==> src/rtl/uart_adp_pkg.sv <==
package uart_adp_pkg;

  typedef enum logic [1:0] {
    DIV_1    = 2'd0,
    DIV_16   = 2'd1,
    DIV_64   = 2'd2,
    DIV_MRST = 2'd3
  } div_e;

  typedef enum logic [1:0] {
    RX_IDLE  = 2'd0,
    RX_START = 2'd1,
    RX_BITS  = 2'd2
  } rx_st_e;

  typedef struct packed {
    logic eight;
    logic par_en;
    logic par_odd;
    logic two_stop;
  } fmt_t;

  function automatic fmt_t decode_fmt(input logic [2:0] code);
    fmt_t f;
    case (code)
      3'b000:  f = '{eight: 1'b0, par_en: 1'b1, par_odd: 1'b0, two_stop: 1'b1};
      3'b001:  f = '{eight: 1'b0, par_en: 1'b1, par_odd: 1'b1, two_stop: 1'b1};
      3'b010:  f = '{eight: 1'b0, par_en: 1'b1, par_odd: 1'b0, two_stop: 1'b0};
      3'b011:  f = '{eight: 1'b0, par_en: 1'b1, par_odd: 1'b1, two_stop: 1'b0};
      3'b100:  f = '{eight: 1'b1, par_en: 1'b0, par_odd: 1'b0, two_stop: 1'b1};
      3'b101:  f = '{eight: 1'b1, par_en: 1'b0, par_odd: 1'b0, two_stop: 1'b0};
      3'b110:  f = '{eight: 1'b1, par_en: 1'b1, par_odd: 1'b0, two_stop: 1'b0};
      default: f = '{eight: 1'b1, par_en: 1'b1, par_odd: 1'b1, two_stop: 1'b0};
    endcase
    return f;
  endfunction

endpackage

==> src/rtl/uart_adp_sync.sv <==
module uart_adp_sync #(
  parameter int              W      = 1,
  parameter int              STAGES = 2,
  parameter logic [W-1:0]    RST    = '0
) (
  input  logic         clk,
  input  logic         rst,
  input  logic [W-1:0] d,
  output logic [W-1:0] q
);
  logic [STAGES-1:0][W-1:0] chain;

  always_ff @(posedge clk) begin
    if (rst) begin
      for (int i = 0; i < STAGES; i++) chain[i] <= RST;
    end else begin
      chain[0] <= d;
      for (int i = 1; i < STAGES; i++) chain[i] <= chain[i-1];
    end
  end

  assign q = chain[STAGES-1];
endmodule

==> src/rtl/uart_adp_tx.sv <==
module uart_adp_tx
  import uart_adp_pkg::*;
#(
  parameter int CNT_W = 6
) (
  input  logic             clk,
  input  logic             rst,
  input  logic             hold,
  input  logic             tick,
  input  logic [CNT_W-1:0] last,
  input  fmt_t             fmt,
  input  logic [7:0]       data,
  input  logic             full,
  output logic             take,
  output logic             txd
);
  localparam int FR_W = 12;

  logic             busy;
  logic [FR_W-1:0]  sh, frame;
  logic [3:0]       left, nbits, len;
  logic [CNT_W-1:0] cnt;
  logic             par;

  assign nbits = fmt.eight ? 4'd8 : 4'd7;
  assign par   = (^(data & {fmt.eight, 7'h7f})) ^ fmt.par_odd;
  assign len   = 4'd2 + nbits + {3'b0, fmt.par_en} + {3'b0, fmt.two_stop};
  assign take  = tick & ~busy & full & ~hold;

  always_comb begin
    frame    = '1;
    frame[0] = 1'b0;
    for (int i = 0; i < 8; i++)
      if (4'(i) < nbits) frame[i+1] = data[i];
    if (fmt.par_en) frame[nbits+4'd1] = par;
  end

  always_ff @(posedge clk) begin
    if (rst || hold) begin
      busy <= 1'b0;
      txd  <= 1'b1;
      cnt  <= '0;
      left <= '0;
      sh   <= '1;
    end else if (tick) begin
      if (!busy) begin
        if (full) begin
          sh   <= frame;
          txd  <= frame[0];
          left <= len - 4'd1;
          busy <= 1'b1;
          cnt  <= '0;
        end
      end else if (cnt != last) begin
        cnt <= cnt + 1'b1;
      end else begin
        cnt <= '0;
        if (left == 4'd0) begin
          busy <= 1'b0;
          txd  <= 1'b1;
        end else begin
          sh   <= {1'b1, sh[FR_W-1:1]};
          txd  <= sh[1];
          left <= left - 4'd1;
        end
      end
    end
  end
endmodule

==> src/rtl/uart_adp_rx.sv <==
module uart_adp_rx
  import uart_adp_pkg::*;
#(
  parameter int CNT_W = 6
) (
  input  logic             clk,
  input  logic             rst,
  input  logic             hold,
  input  logic             tick,
  input  logic [CNT_W-1:0] last,
  input  logic [3:0]       nbits,
  input  logic             par_en,
  input  logic             par_odd,
  input  logic             rxd,
  output logic             done,
  output logic [7:0]       data,
  output logic             perr,
  output logic             ferr,
  output logic             busy
);
  rx_st_e           st;
  logic [CNT_W-1:0] cnt;
  logic [3:0]       idx;

  assign busy = (st != RX_IDLE);

  always_ff @(posedge clk) begin
    done <= 1'b0;
    if (rst) begin
      st   <= RX_IDLE;
      cnt  <= '0;
      idx  <= '0;
      data <= '0;
      perr <= 1'b0;
      ferr <= 1'b0;
    end else if (hold) begin
      st  <= RX_IDLE;
      cnt <= '0;
    end else if (tick) begin
      case (st)
        RX_IDLE: if (!rxd) begin
          cnt  <= '0;
          idx  <= '0;
          data <= '0;
          perr <= 1'b0;
          st   <= (last == '0) ? RX_BITS : RX_START;
        end
        RX_START: if (cnt == (last >> 1)) begin
          cnt <= '0;
          st  <= rxd ? RX_IDLE : RX_BITS;
        end else begin
          cnt <= cnt + 1'b1;
        end
        default: if (cnt != last) begin
          cnt <= cnt + 1'b1;
        end else begin
          cnt <= '0;
          idx <= idx + 4'd1;
          if (idx < nbits) begin
            data[idx[2:0]] <= rxd;
          end else if (par_en && idx == nbits) begin
            perr <= (^data) ^ rxd ^ par_odd;
          end else begin
            ferr <= ~rxd;
            done <= 1'b1;
            st   <= RX_IDLE;
          end
        end
      endcase
    end
  end
endmodule

==> src/rtl/uart_adp.sv <==
module uart_adp
  import uart_adp_pkg::*;
#(
  parameter int SYNC_STAGES = 2,
  parameter int DIV_LO      = 16,
  parameter int DIV_HI      = 64
) (
  input  logic       clk,
  input  logic       rst,
  input  logic       cs0,
  input  logic       cs1,
  input  logic       cs2_n,
  input  logic       rs,
  input  logic       rw,
  input  logic       en,
  input  logic [7:0] din,
  output logic [7:0] dout,
  output logic       irq_n,
  input  logic       tx_clk,
  input  logic       rx_clk,
  input  logic       rxd,
  output logic       txd,
  input  logic       cts_n,
  input  logic       dcd_n,
  output logic       rts_n
);
  localparam int          CNT_W    = $clog2(DIV_HI);
  localparam int          NSYNC    = 5;
  localparam logic [NSYNC-1:0] SYNC_RST = 5'b00001;
  localparam logic [7:0]  CTRL_RST = 8'h03;

  logic [7:0]       ctrl, ctrl_nx, tdr, rdr, status, rx_data;
  logic             tdr_full, rdrf, ovrn, pe_q, fe_q, dcd_lost;
  logic             sel, wr_ctl, wr_tdr, rd_st, rd_rdr;
  logic [NSYNC-1:0] s_now;
  logic             rxd_s, txc_s, rxc_s, cts_s, dcd_s;
  logic             txc_d, rxc_d, dcd_d;
  logic             tx_tick, rx_tick, dcd_rise;
  logic             mrst, tx_take, rx_done, rx_pe, rx_fe, rx_busy;
  logic             tdre, irq, rie, tie;
  logic [CNT_W-1:0] last;
  fmt_t             fmt;

  assign sel    = cs0 & cs1 & ~cs2_n;
  assign wr_ctl = en & sel & ~rw & ~rs;
  assign wr_tdr = en & sel & ~rw &  rs;
  assign rd_st  = en & sel &  rw & ~rs;
  assign rd_rdr = en & sel &  rw &  rs;

  uart_adp_sync #(.W(NSYNC), .STAGES(SYNC_STAGES), .RST(SYNC_RST)) u_sync (
    .clk(clk), .rst(rst),
    .d({dcd_n, cts_n, rx_clk, tx_clk, rxd}),
    .q(s_now)
  );
  assign {dcd_s, cts_s, rxc_s, txc_s, rxd_s} = s_now;

  always_ff @(posedge clk) begin
    if (rst) begin
      txc_d <= 1'b0;
      rxc_d <= 1'b0;
      dcd_d <= 1'b0;
    end else begin
      txc_d <= txc_s;
      rxc_d <= rxc_s;
      dcd_d <= dcd_s;
    end
  end

  assign tx_tick  = txc_d & ~txc_s;
  assign rx_tick  = ~rxc_d & rxc_s;
  assign dcd_rise = dcd_s & ~dcd_d;

  assign mrst = (ctrl[1:0] == DIV_MRST);
  assign fmt  = decode_fmt(ctrl[4:2]);
  assign rie  = ctrl[7];
  assign tie  = (ctrl[6:5] == 2'b01);

  always_comb begin
    case (ctrl[1:0])
      DIV_1:   last = '0;
      DIV_16:  last = CNT_W'(DIV_LO - 1);
      default: last = CNT_W'(DIV_HI - 1);
    endcase
  end

  uart_adp_tx #(.CNT_W(CNT_W)) u_tx (
    .clk(clk), .rst(rst), .hold(mrst), .tick(tx_tick), .last(last),
    .fmt(fmt), .data(tdr), .full(tdr_full), .take(tx_take), .txd(txd)
  );

  uart_adp_rx #(.CNT_W(CNT_W)) u_rx (
    .clk(clk), .rst(rst), .hold(mrst | dcd_s), .tick(rx_tick), .last(last),
    .nbits(fmt.eight ? 4'd8 : 4'd7), .par_en(fmt.par_en), .par_odd(fmt.par_odd),
    .rxd(rxd_s), .done(rx_done), .data(rx_data), .perr(rx_pe), .ferr(rx_fe),
    .busy(rx_busy)
  );

  assign tdre    = ~tdr_full & ~cts_s;
  assign irq     = (rie & (rdrf | ovrn | dcd_lost)) | (tie & tdre);
  assign status  = {irq, pe_q, ovrn, fe_q, cts_s, dcd_s | dcd_lost, tdre, rdrf};
  assign ctrl_nx = wr_ctl ? din : ctrl;

  always_ff @(posedge clk) begin
    if (rst) begin
      ctrl     <= CTRL_RST;
      tdr      <= '0;
      rdr      <= '0;
      tdr_full <= 1'b0;
      rdrf     <= 1'b0;
      ovrn     <= 1'b0;
      pe_q     <= 1'b0;
      fe_q     <= 1'b0;
      dcd_lost <= 1'b0;
      dout     <= '0;
      irq_n    <= 1'b1;
      rts_n    <= CTRL_RST[6] & ~CTRL_RST[5];
    end else begin
      ctrl <= ctrl_nx;
      if (tx_take) tdr_full <= 1'b0;
      if (wr_tdr) begin
        tdr      <= din;
        tdr_full <= 1'b1;
      end
      if (rd_rdr) begin
        rdrf     <= 1'b0;
        ovrn     <= 1'b0;
        dcd_lost <= 1'b0;
      end
      if (rx_done) begin
        if (rdrf && !rd_rdr) begin
          ovrn <= 1'b1;
        end else begin
          rdr  <= rx_data;
          rdrf <= 1'b1;
          pe_q <= rx_pe;
          fe_q <= rx_fe;
        end
      end
      if (dcd_rise && rie) dcd_lost <= 1'b1;
      if (mrst) begin
        tdr_full <= 1'b0;
        rdrf     <= 1'b0;
        ovrn     <= 1'b0;
        pe_q     <= 1'b0;
        fe_q     <= 1'b0;
        dcd_lost <= 1'b0;
      end
      if (rd_st)       dout <= status;
      else if (rd_rdr) dout <= rdr;
      irq_n <= ~irq;
      rts_n <= ctrl_nx[6] & ~ctrl_nx[5];
    end
  end
endmodule

==> config.mk <==
export PLATFORM = sky130hd
export DESIGN_NAME = uart_adp
export DESIGN_NICKNAME = d
export VERILOG_FILES = /design/src/rtl/uart_adp_pkg.sv /design/src/rtl/uart_adp_sync.sv /design/src/rtl/uart_adp_tx.sv /design/src/rtl/uart_adp_rx.sv /design/src/rtl/uart_adp.sv
export SDC_FILE = /design/constraint.sdc
export NUM_CORES = 1
export LEC_CHECK = 0
export BUFFER_PORTS_ARGS = -buffer_cell sky130_fd_sc_hd__buf_2
export CAP_MARGIN = 20
export CORE_ASPECT_RATIO = 1.4
export CORE_MARGIN = 3
export CORE_UTILIZATION = 30
export DETAILED_ROUTE_END_ITERATION = 6
export PLACE_DENSITY = 0.55
export SETUP_SLACK_MARGIN = 0.3
export SYNTH_ARGS = -nofsm -noshare
export SYNTH_HDL_FRONTEND = slang
export SYNTH_SLANG_ARGS = --single-unit
export TNS_END_PERCENT = 1
==> constraint.sdc <==
create_clock -name clk -period 2.6 [get_ports clk]
set_input_delay 0.52 -clock clk [delete_from_list [all_inputs] [get_ports clk]]
set_output_delay 0.52 -clock clk [all_outputs]
set_load 0.01 [all_outputs]
==> out/metrics.yaml, run 1 <==
synth:
  synthMuxAreaShare: 0.09941
  synth_compound_area_frac: 0.1436
  yosysUniqueCellTypes: 55
  synth_largest_area_cell: "dfxtp_1"
  synth_top_area_frac: 0.4371
  synth_common_cells: "dfxtp_1, nor2_1, mux2i_1"
  ys_ff_latch: 97
  synth_adder_area_share: 0.02703
  ys.flop_type: "dfxtp_1"
  synthArstFlopShare: 0
  synth_area_um2: 4443
  postSynthCellCount: 487
  synth_top_family_by_area: "simple AND/OR/NAND/NOR gates"
  synth-xor-area-share: 0.06533
  yosysSeqAreaShare: 0.4371
  synth_edf_count: 0
  syn_avg_cell_area_um2: 9.123
  yosys-top-cells-area: "dfxtp_1, mux2i_1, nor2_1"
  synth_most_common_cell: "dfxtp_1"
  synth-warning-count: 0
  synthSimpleGateAreaFrac: 0.1915
  syn_nets: 517
timing:
  hold_viol: 0
  fmax_mhz: 457.3
  drv_slew: 0
  finalClockSkew_ps: 9.219
  maxSlewHeadroom: 0.5804
  rsz0062_at_grt: "yes"
  setup_tns_ps: 0
  setup_viol: 0
  final.min_clock_period_ps: 2187
  final.period_utilization: 0.8410
  tightest_slew_ps: 621.3
layout:
  fillers: 1489
  seqCellArea_um2: 1944
  drive_above_1_share: 0.1541
  stdcell_count: 708
  num_antenna_cells: 0
  layout-area-overhead-vs-synth_pct: 15.32
  nNetsFinal: 544
  multi_input_area_um2: 2354
  final_util: 0.3531
cts:
  cts.sink_count: 97
  cts_tree: "yes"
  ctsHoldBuffers: 0
  cts_made_buffers: 9
  path_clk_slew_ps: 70
  clock_path_buffers: 2
  post-cts-setup-buffers: 0
  htree_levels: 3
  worstSkewPairLatency_ps: 350
  cts-root-buf: "clkbuf_16"
  cts_resized: 2
die:
  top_level_ports: 32
  die_w_um: 108.9
  start_util: 0.3062
  core_um2: 14510
  core.rowCount: 52
  die_y_um: 150.0
  dieArea_um2: 16330
setup_path:
  r2r_cells: 8
  endpoint_kind: "flip-flop"
  rr_startpoint: "ctrl[4]"
  worst-path-max-fanout: 8
  cp_top_family: "compound AO/OA/AOI/OAI gates"
  crit_arrival_ps: 2470
  crit_chain: "inv_1 -> ha_1 -> and3_1 -> a221oi_2 -> o21ai_0 -> o21ba_4 -> and3_2 -> a32o_2"
  startpoint_type: "flip-flop"
  r2r_slack_ps: 410
  path_buf_inv: 1
  critPathMaxStageDelay_ps: 390
  worstSetupPathType: "flip-flop to flip-flop"
  required_ps: 2890
  r2r_end: "u_rx.data[5]"
  crit_slowest_cell: "dfxtp_1"
detailed_routing:
  avgRoutedWirePerCell_um: 14.18
  dr.pass1.iters: 4
  drc: 0
  via_count: 3428
  ant_nets: 0
  drt-total-wl_mm: 10.04
  vias_per_cell: 4.842
  drt-initial-drc-count: 148
global_route:
  grt_max_degree: 24
  grt_overflow: 0
  track_usage: 0.1273
  grt_pass1_vias: 3323
  grt_pass1_wl_mm: 16.12
  antenna_found_initial: 0
flow_run:
  max-cap-violations: 0
placement:
  dp.cells: 692
  portBuffers: 31
  place_hpwl_mm: 7.443
  gp_congestion: 0.8114
hold_path:
  hold_depth: 2
  min_to: "u_sync.chain[0]"
  hp-start: "rxd"
  hold_path_class: "primary input to flip-flop"
run_status:
  status: "finished clean"
power:
  irDropWorstVdd_uv: 290.8
  leakage_nw: 2.031
  cellPowerDensity_nw_per_um2: 566.3
## logic make-up (layout without fill, tap and decap cells)
kind of cell               after synthesis  after routing
and+or+nand+nor                        177            177
buffers and inverters                   39             71
muxes                                   44             44
AOI/OAI and AO/OA                       91             91
adders and majority gates                9              9
xor gates and xnor gates                30             30
DFF                                     97             97
## stage by stage
step           hold slack [ps]  cell area (um2)  setup WS, ps  power, W
2_1_floorplan            389.5             4443         339.8  0.001585
3_5_place_dp             399.1             4818         300.2  0.001627
6_report                 358.0             5124         413.4  0.002902
4_1_cts                  345.4             5116         302.0  0.002948
5_1_grt                  349.9             5124         276.7  0.003013
3_3_place_gp             405.3             4818         354.4  0.001626
## flip-flops by register name, indices dropped and copies added (netlist names), 2 cells and up
register,count
u_tx.sh,9
ctrl,8
dout,8
rdr,8
tdr,8
u_rx.data,8
u_rx.cnt,6
u_tx.cnt,6
u_sync.chain,5
u_sync.q,5
u_rx.idx,4
u_tx.left,4
u_rx.st,2
## area by class of cell
class / instances / area share
Clock buffer: 10 / 0.04664
Clock inverter: 6 / 0.01099
Inverter: 11 / 0.008059
Multi-Input combinational cell: 351 / 0.4593
Sequential cell: 97 / 0.3795
Tap cell: 189 / 0.04615
Timing Repair Buffer: 44 / 0.04933
## worst register-to-register path, delay by kind of cell (launching register included)
kind,cells,cell delay [ps]
buf+inv,1,100
flops,1,390
compound gates,4,820
simple gates,2,480
fa+ha+maj,1,320
## layer usage
| metal | share of wire | vias up | GRT usage | routed length, um |
|---|---|---|---|---|
| li1 | - | 1764 | - | - |
| met1 | 0.44 | 1633 | 0.1386 | 4384 |
| met2 | 0.53 | 23 | 0.2333 | 5297 |
| met3 | 0.021 | 8 | 0.02978 | 208 |
| met4 | 0.015 | 0 | 0.05180 | 147 |
| met5 | 0 | - | 0 | 0 |
## report_power, final
part	internal (W)	switching (W)
registers	0.00150	0.00000783
clock network	0.000697	0.000614
logic	0.0000362	0.0000497
total	0.00223	0.000671
## worst max path at each step
stage / endpoint / startpoint / slack (ps) / cells past startpoint
5_1_grt: u_rx.data[7] / ctrl[4] / 280 / 8
3_5_place_dp: u_rx.data[0] / u_rx.idx[2] / 300 / 7
6_report: u_rx.data[5] / ctrl[4] / 410 / 8
2_1_floorplan: u_rx.data[0] / ctrl[4] / 340 / 9
3_3_place_gp: u_rx.data[6] / u_rx.idx[2] / 350 / 7
4_1_cts: u_rx.data[0] / ctrl[4] / 300 / 8
## placed cells by master, fill, tap and decap left out, types with 7 or more instances in the layout
| cell type | instances |
|---|---|
| nor2b_1 | 17 |
| ha_1 | 8 |
| dfxtp_1 | 95 |
| nor3_1 | 8 |
| o211ai_1 | 10 |
| mux2i_1 | 43 |
| inv_1 | 11 |
| buf_4 | 13 |
| o21ai_1 | 11 |
| o21ai_0 | 10 |
| nor2_1 | 65 |
| nand3_1 | 12 |
| a32o_2 | 7 |
| a21oi_1 | 23 |
| xor2_1 | 12 |
| a211oi_1 | 7 |
| nand2_1 | 38 |
| buf_2 | 31 |
| xnor2_1 | 16 |
| clkbuf_16 | 9 |
(Power assumes the default switching activity.)
==> run 2: changes to the inputs <==
==> constraint.sdc (replaced) <==
create_clock -name clk -period 2.1 [get_ports clk]
set_input_delay 0.42 -clock clk [delete_from_list [all_inputs] [get_ports clk]]
set_output_delay 0.42 -clock clk [all_outputs]
set_load 0.01 [all_outputs]
==> run 2 against run 1 <==
  * Highest routed layer unchanged
  * Global-route usage fell by 0.12 points
  * Sequential share of layout area decreased by 1.2 points
  * Largest power group unchanged
  * Via count increased by 0.67%
  * Core utilization up 1.2 points
==> out/metrics.yaml, run 2 (synthesis results as in run 1) <==
timing:
  maxSlewHeadroom: 0.5368  # -0.04359
  drv_slew: 0  # unchanged
  final.min_clock_period_ps: 1939  # -247.3 ps
  tightest_slew_ps: 685.8  # +64.54 ps
  hold_viol: 0  # unchanged
  rsz0062_at_grt: "yes"
  hold_ws_ps: 260.4  # -97.59 ps
  final.period_utilization: 0.9235  # +0.08248
  setup_viol: 0  # unchanged
  fmax_mhz: 515.6  # +13%
  finalClockSkew_ps: 10.12  # +0.9004 ps
  setup_tns_ps: 0  # unchanged
cts:
  cts_tree: "yes"
  worstSkewPairLatency_ps: 350  # about the same
  cts-root-buf: "clkbuf_16"
  path_clk_slew_ps: 70  # about the same
  cts_made_buffers: 9  # unchanged
  cts.sink_count: 97  # unchanged
  clock_path_buffers: 2  # unchanged
  htree_levels: 3  # unchanged
  ctsHoldBuffers: 0  # unchanged
layout:
  num_antenna_cells: 0  # unchanged
  multi_input_area_um2: 2434  # +3.4%
  seqCellArea_um2: 1948  # +0.19%
  stdcell_count: 720  # +1.7%
  nNetsFinal: 556  # +2.2%
  largest_reg_flops: 9  # unchanged
  final_common_cell: "dfxtp_1"
  layout-area-overhead-vs-synth_pct: 19.32
  drive_above_1_share: 0.1940  # +0.03983
  regMostFlops: "u_tx.sh"
  final_cell_mix: "dfxtp_1, nor2_1, mux2i_1, nand2_1, buf_2"
  fillers: 1457  # -2.1%
global_route:
  grt_pass1_wl_mm: 16.26  # +0.90%
  antenna_found_initial: 0  # unchanged
  grt_overflow: 0  # unchanged
  met1_usage: 0.1480  # +0.009388
  use_met3: 0.02374  # -0.006042
  grt_pass1_vias: 3385  # +1.9%
  grt_max_degree: 41  # +71%
  busiest_layer: "met2"
  track_usage: 0.1262  # -0.001151
  met2_usage: 0.2218  # -0.01145
placement:
  place_hpwl_mm: 7.410  # -0.44%
  gp_congestion: 0.8606  # +6.1%
  portBuffers: 31  # unchanged
  dp.cells: 702  # +1.4%
hold_path:
  hold_path_class: "primary input to flip-flop"
  min_to: "u_sync.chain[0]"
  hp-start: "rxd"
  hold_depth: 2  # unchanged
die:
  die_y_um: 150.0  # unchanged
  dieArea_um2: 16330  # unchanged
  core_um2: 14510  # unchanged
  core.rowCount: 52  # unchanged
  die_w_um: 108.9  # unchanged
  top_level_ports: 32  # unchanged
  start_util: 0.3062  # unchanged
setup_path:
  r2r_slack_ps: 160  # -250 ps
  endpoint_kind: "flip-flop"
  worst-path-max-fanout: 8  # unchanged
  r2r_end: "u_rx.data[1]"
  worstSetupPathType: "flip-flop to flip-flop"
  r2r_cells: 8  # unchanged
  crit_arrival_ps: 2220  # -250 ps
  rr_startpoint: "ctrl[4]"
  startpoint_type: "flip-flop"
  required_ps: 2390  # -500 ps
flow_run:
  max-cap-violations: 0  # unchanged
detailed_routing:
  drt-total-wl_mm: 9.825  # -2.1%
  ant_nets: 0  # unchanged
  vias_per_cell: 4.793  # -1.0%
  dr.pass1.iters: 4  # unchanged
  avgRoutedWirePerCell_um: 13.65  # -3.8%
  via_count: 3451  # +0.67%
  drt-initial-drc-count: 142  # -4.1%
  drc: 0  # unchanged
power:
  leakage_nw: 2.096  # +3.2%
  cellPowerDensity_nw_per_um2: 679.5  # +20%
  irDropWorstVdd_uv: 371.4  # +28%
run_status:
  status: "finished clean"
## run 2: layer usage
metal | routed length, um | vias up
li1 | - | 1781
met1 | 4367 | 1614
met2 | 5005 | 42
met3 | 223 | 14
met4 | 229 | 0
met5 | 0 | -
## run 2: power breakdown
group | total (W) | switching (W) | leakage [nW] | internal, W
sequential | 0.00186 | 0.00000918 | 0.785 | 0.00185
combinational | 0.000107 | 0.0000591 | 1.16 | 0.0000477
clock | 0.00163 | 0.000768 | 0.147 | 0.000866
total | 0.00360 | 0.000836 | 2.10 | 0.00277
## run 2: area by class of cell
| cell class | instances | area share |
|---|---|---|
| repair buffers | 56 | 0.06467 |
| clock buffers | 10 | 0.04508 |
| well taps | 189 | 0.04461 |
| multi-input cells | 351 | 0.4591 |
| inverters | 11 | 0.008261 |
| clock inverters | 6 | 0.01086 |
| flip-flops and latches | 97 | 0.3675 |
## run 2: worst max path at each step
stage               startpoint      endpoint  slack, ps  cells past startpoint
floorplan              ctrl[4]  u_rx.data[7]        140                      8
global placement       ctrl[4]  u_rx.data[3]        130                      7
detailed placement     ctrl[4]  u_rx.data[4]         60                      7
CTS                    ctrl[0]  u_rx.data[4]        120                      6
global route           ctrl[4]  u_rx.data[1]         60                      8
finish                 ctrl[4]  u_rx.data[1]        160                      8
## run 2: through the flow
stage               area [um2]  setup slack [ps]  power, W    util
floorplan                 4518             141.7  0.001962       -
global placement          4965             127.9  0.002011  0.3422
detailed placement        4965             63.76  0.002013  0.3422
CTS                       5288             116.0  0.003659  0.3644
global route              5301             56.52  0.003726  0.3654
finish                    5301             160.7  0.003602  0.3654
## run 2: what timing repair did
action / 4_1_cts / 5_1_grt
buffers inserted: 2 / 0
resized for setup: 4 / 4
cloned: 0 / 0
pin swaps: 3 / 3
setup endpoints to repair: 33 / 36
## run 2: worst max-delay path, cell delays in order, from the launching register on
cell and delay [ps]:
dfxtp_4 410, inv_4 50, ha_4 220, and3_4 160
a221oi_4 280, o21ai_2 90, o21ba_4 280, and3_4 260
a32o_2 140
==> run 3: changes to the inputs <==
--- a/config.mk
+++ b/config.mk
@@ -5,6 +5,7 @@
 export SDC_FILE = /design/constraint.sdc
 export NUM_CORES = 1
 export LEC_CHECK = 0
+export ABC_AREA = 1
 export BUFFER_PORTS_ARGS = -buffer_cell sky130_fd_sc_hd__buf_2
 export CAP_MARGIN = 20
 export CORE_ASPECT_RATIO = 1.4
==> run 3 against run 2 <==
  * Design area grew 6.1%
  * Highest routed layer unchanged
  * Sequential power is essentially flat
  * Largest power group is now the clock network
  * Combinational power grew 11%
  * Non-clock buffer count shrank 1
  * Setup slack gained 300 ps
  * Total power grew 11%
  * Clock skew shrank 1.7 ps
  * Die area grew 5.3%
  * First-iteration DRC count grew 82%
  * Area after synthesis grew 5.5%
==> out/metrics.yaml, run 3 <==
layout:
  final_common_cell: "nand2_1"
  final_cell_mix: "nand2_1, inv_1, dfxtp_1, nor2_1, o21ai_0"
  num_antenna_cells: 0  # unchanged
  fillers: 1620  # +11%
  largest_reg_flops: 9  # unchanged
  drive_above_1_share: 0.1491  # -0.04486
  layout-area-overhead-vs-synth_pct: 19.90
  regMostFlops: "u_tx.sh"
  nNetsFinal: 756  # +36%
  final_util: 0.3703  # +0.004888
die:
  core.rowCount: 53  # +1.9%
  dieArea_um2: 17190  # +5.3%
  core_um2: 15190  # +4.7%
  top_level_ports: 32  # unchanged
  die_w_um: 111.7  # +2.6%
  start_util: 0.3088  # +0.002582
  die_y_um: 153.9  # +2.6%
timing:
  hold_viol: 0  # unchanged
  final.period_utilization: 0.7826  # -0.1409
  finalClockSkew_ps: 8.406  # -1.713 ps
  tightest_slew_ps: 487.7  # -198.1 ps
  finalWorstSetupSlack_ps: 456.5  # +295.8 ps
  fmax_mhz: 608.4  # +18%
  final.min_clock_period_ps: 1644  # -295.8 ps
  setup_tns_ps: 0  # unchanged
  drv_slew: 0  # unchanged
  rsz0062_at_grt: "yes"
  maxSlewHeadroom: 0.6741  # +0.1373
  setup_viol: 0  # unchanged
cts:
  cts-root-buf: "clkbuf_16"
  worstSkewPairLatency_ps: 350  # about the same
  cts_tree: "yes"
  ctsHoldBuffers: 0  # unchanged
  htree_levels: 3  # unchanged
  cts.sink_count: 97  # unchanged
  clock_path_buffers: 2  # unchanged
  cts_made_buffers: 9  # unchanged
  path_clk_slew_ps: 60  # about the same
power:
  irDropWorstVdd_uv: 372.4  # +0.27%
  cellPowerDensity_nw_per_um2: 711.4  # +4.7%
  leakage_nw: 2.429  # +16%
detailed_routing:
  dr.pass1.iters: 4  # unchanged
  drt-initial-drc-count: 258  # +82%
  via_count: 4255  # +23%
  vias_per_cell: 4.610  # -3.8%
  drt-total-wl_mm: 11.56  # +18%
  drc: 0  # unchanged
  avgRoutedWirePerCell_um: 12.53  # -8.2%
  ant_nets: 0  # unchanged
synth:
  yosysSeqAreaShare: 0.4141  # -0.02297
  postSynthCellCount: 679  # +39%
  ys.flop_type: "dfxtp_1"
  synth_edf_count: 0  # unchanged
  synth_most_common_cell: "nand2_1"
  synth_top_area_frac: 0.4141  # -0.02297
  synthArstFlopShare: 0  # unchanged
  synth_common_cells: "nand2_1, dfxtp_1, inv_1"
  synth_area_um2: 4689  # +5.5%
  synth-warning-count: 0  # unchanged
  syn_avg_cell_area_um2: 6.906  # -24%
  yosys-top-cells-area: "dfxtp_1, nand2_1, inv_1"
  yosysUniqueCellTypes: 40  # -27%
  ys_ff_latch: 97  # unchanged
  syn_nets: 709  # +37%
  synth_largest_area_cell: "dfxtp_1"
placement:
  gp_congestion: 0.7779  # -9.6%
  portBuffers: 31  # unchanged
  place_hpwl_mm: 8.759  # +18%
  pre_cts_ws_ps: 235.0  # +171.2 ps
global_route:
  grt_overflow: 0  # unchanged
  grt_pass1_wl_mm: 19.49  # +20%
  grt_max_degree: 23  # -44%
  antenna_found_initial: 0  # unchanged
  track_usage: 0.1375  # +0.01130
  grt_pass1_vias: 4115  # +22%
hold_path:
  hold_path_class: "primary input to flip-flop"
setup_path:
  required_ps: 2380  # about the same
  crit_arrival_ps: 1920  # -300 ps
  worstSetupPathType: "flip-flop to flip-flop"
  startpoint_type: "flip-flop"
  worst-path-max-fanout: 8  # unchanged
  endpoint_kind: "flip-flop"
run_status:
  status: "finished clean"
flow_run:
  max-cap-violations: 0  # unchanged
run 3: cell types whose count changed in the layout (fill, tap and decap cells not counted), sizes merged, moves of 12 or more:
cell | previous run | this run
nand2 | 38 | 173
inv | 15 | 99
mux2i | 43 | 0
nand3 | 12 | 44
o21ai | 21 | 52
a21oi | 23 | 50
nor2b | 17 | 0
xnor2 | 16 | 4
run 3: cell families after synthesis:
logic type                 count (synthesis)  share of synthesized area
DFF                                       97                     0.4141
buffers and inverters                    118                    0.09632
and+or+nand+nor                          329                     0.3087
AOI/OAI and AO/OA                        111                     0.1273
adders and majority gates                  9                    0.02561
xor gates and xnor gates                  15                    0.02801
run 3: cell type report:
| class | instances | area [um2] | area share |
|---|---|---|---|
| clock buffer | 9 | 225.2 | 0.04005 |
| sequential | 97 | 1952 | 0.3471 |
| multi-input combinational | 464 | 2355 | 0.4188 |
| timing repair buffer | 55 | 335.3 | 0.05964 |
| clock inverter | 7 | 141.4 | 0.02514 |
| tap | 192 | 240.2 | 0.04272 |
| inverter | 99 | 374.1 | 0.06653 |
run 3: what timing repair did:
action	CTS	global route
resized for setup	3	15
pin swaps	0	2
buffers inserted	0	2
setup endpoints to repair	17	27
run 3: power by group:
| group | switching [W] | leakage (nW) | internal, W |
|---|---|---|---|
| sequential | 0.00000964 | 0.785 | 0.00185 |
| combinational | 0.0000764 | 1.47 | 0.0000426 |
| clock | 0.000734 | 0.176 | 0.00129 |
| total | 0.000820 | 2.43 | 0.00318 |
run 3: worst max-delay path, cell delays in order, from the launching register on:
cell,delay (ps)
dfxtp_4,400
nor2_1,100
a21oi_4,200
inv_2,100
nor3_4,200
nand2_4,140
nor2_8,180
nand2_2,70
nand2_1,60
nand2_1,40
nor2_1,90
run 3: path summary, 6_finish.rpt:
path,slack [ps],start,end,cells after the start
hold reg to reg,400,u_sync.chain[2],u_sync.q[2],2
setup / recovery,460,u_rx.st[1],u_rx.data[7],10
setup reg to reg,460,u_rx.st[1],u_rx.data[7],10
hold / removal,260,rxd,u_sync.chain[0],2
run 3: per-layer routing:
| metal | up-vias | GRT usage | wire length (um) |
|---|---|---|---|
| met1 | 1941 | 0.1590 | 5004 |
| met2 | 46 | 0.2533 | 6088 |
| met5 | - | 0 | 0 |
| li1 | 2250 | - | - |
| met3 | 18 | 0.01614 | 217 |
| met4 | 0 | 0.05739 | 253 |
run 3: through the flow:
step / std cells / power [W] / area, um2 / hold slack [ps]
after floorplan: 679 / 0.001969 / 4692 / 388.3
after global placement: 905 / 0.002024 / 5175 / 394.4
after detailed placement: 905 / 0.002024 / 5175 / 394.3
after CTS: 921 / 0.004050 / 5549 / 248.7
after global routing: 923 / 0.004120 / 5623 / 263.6
final: 923 / 0.004000 / 5623 / 258.7
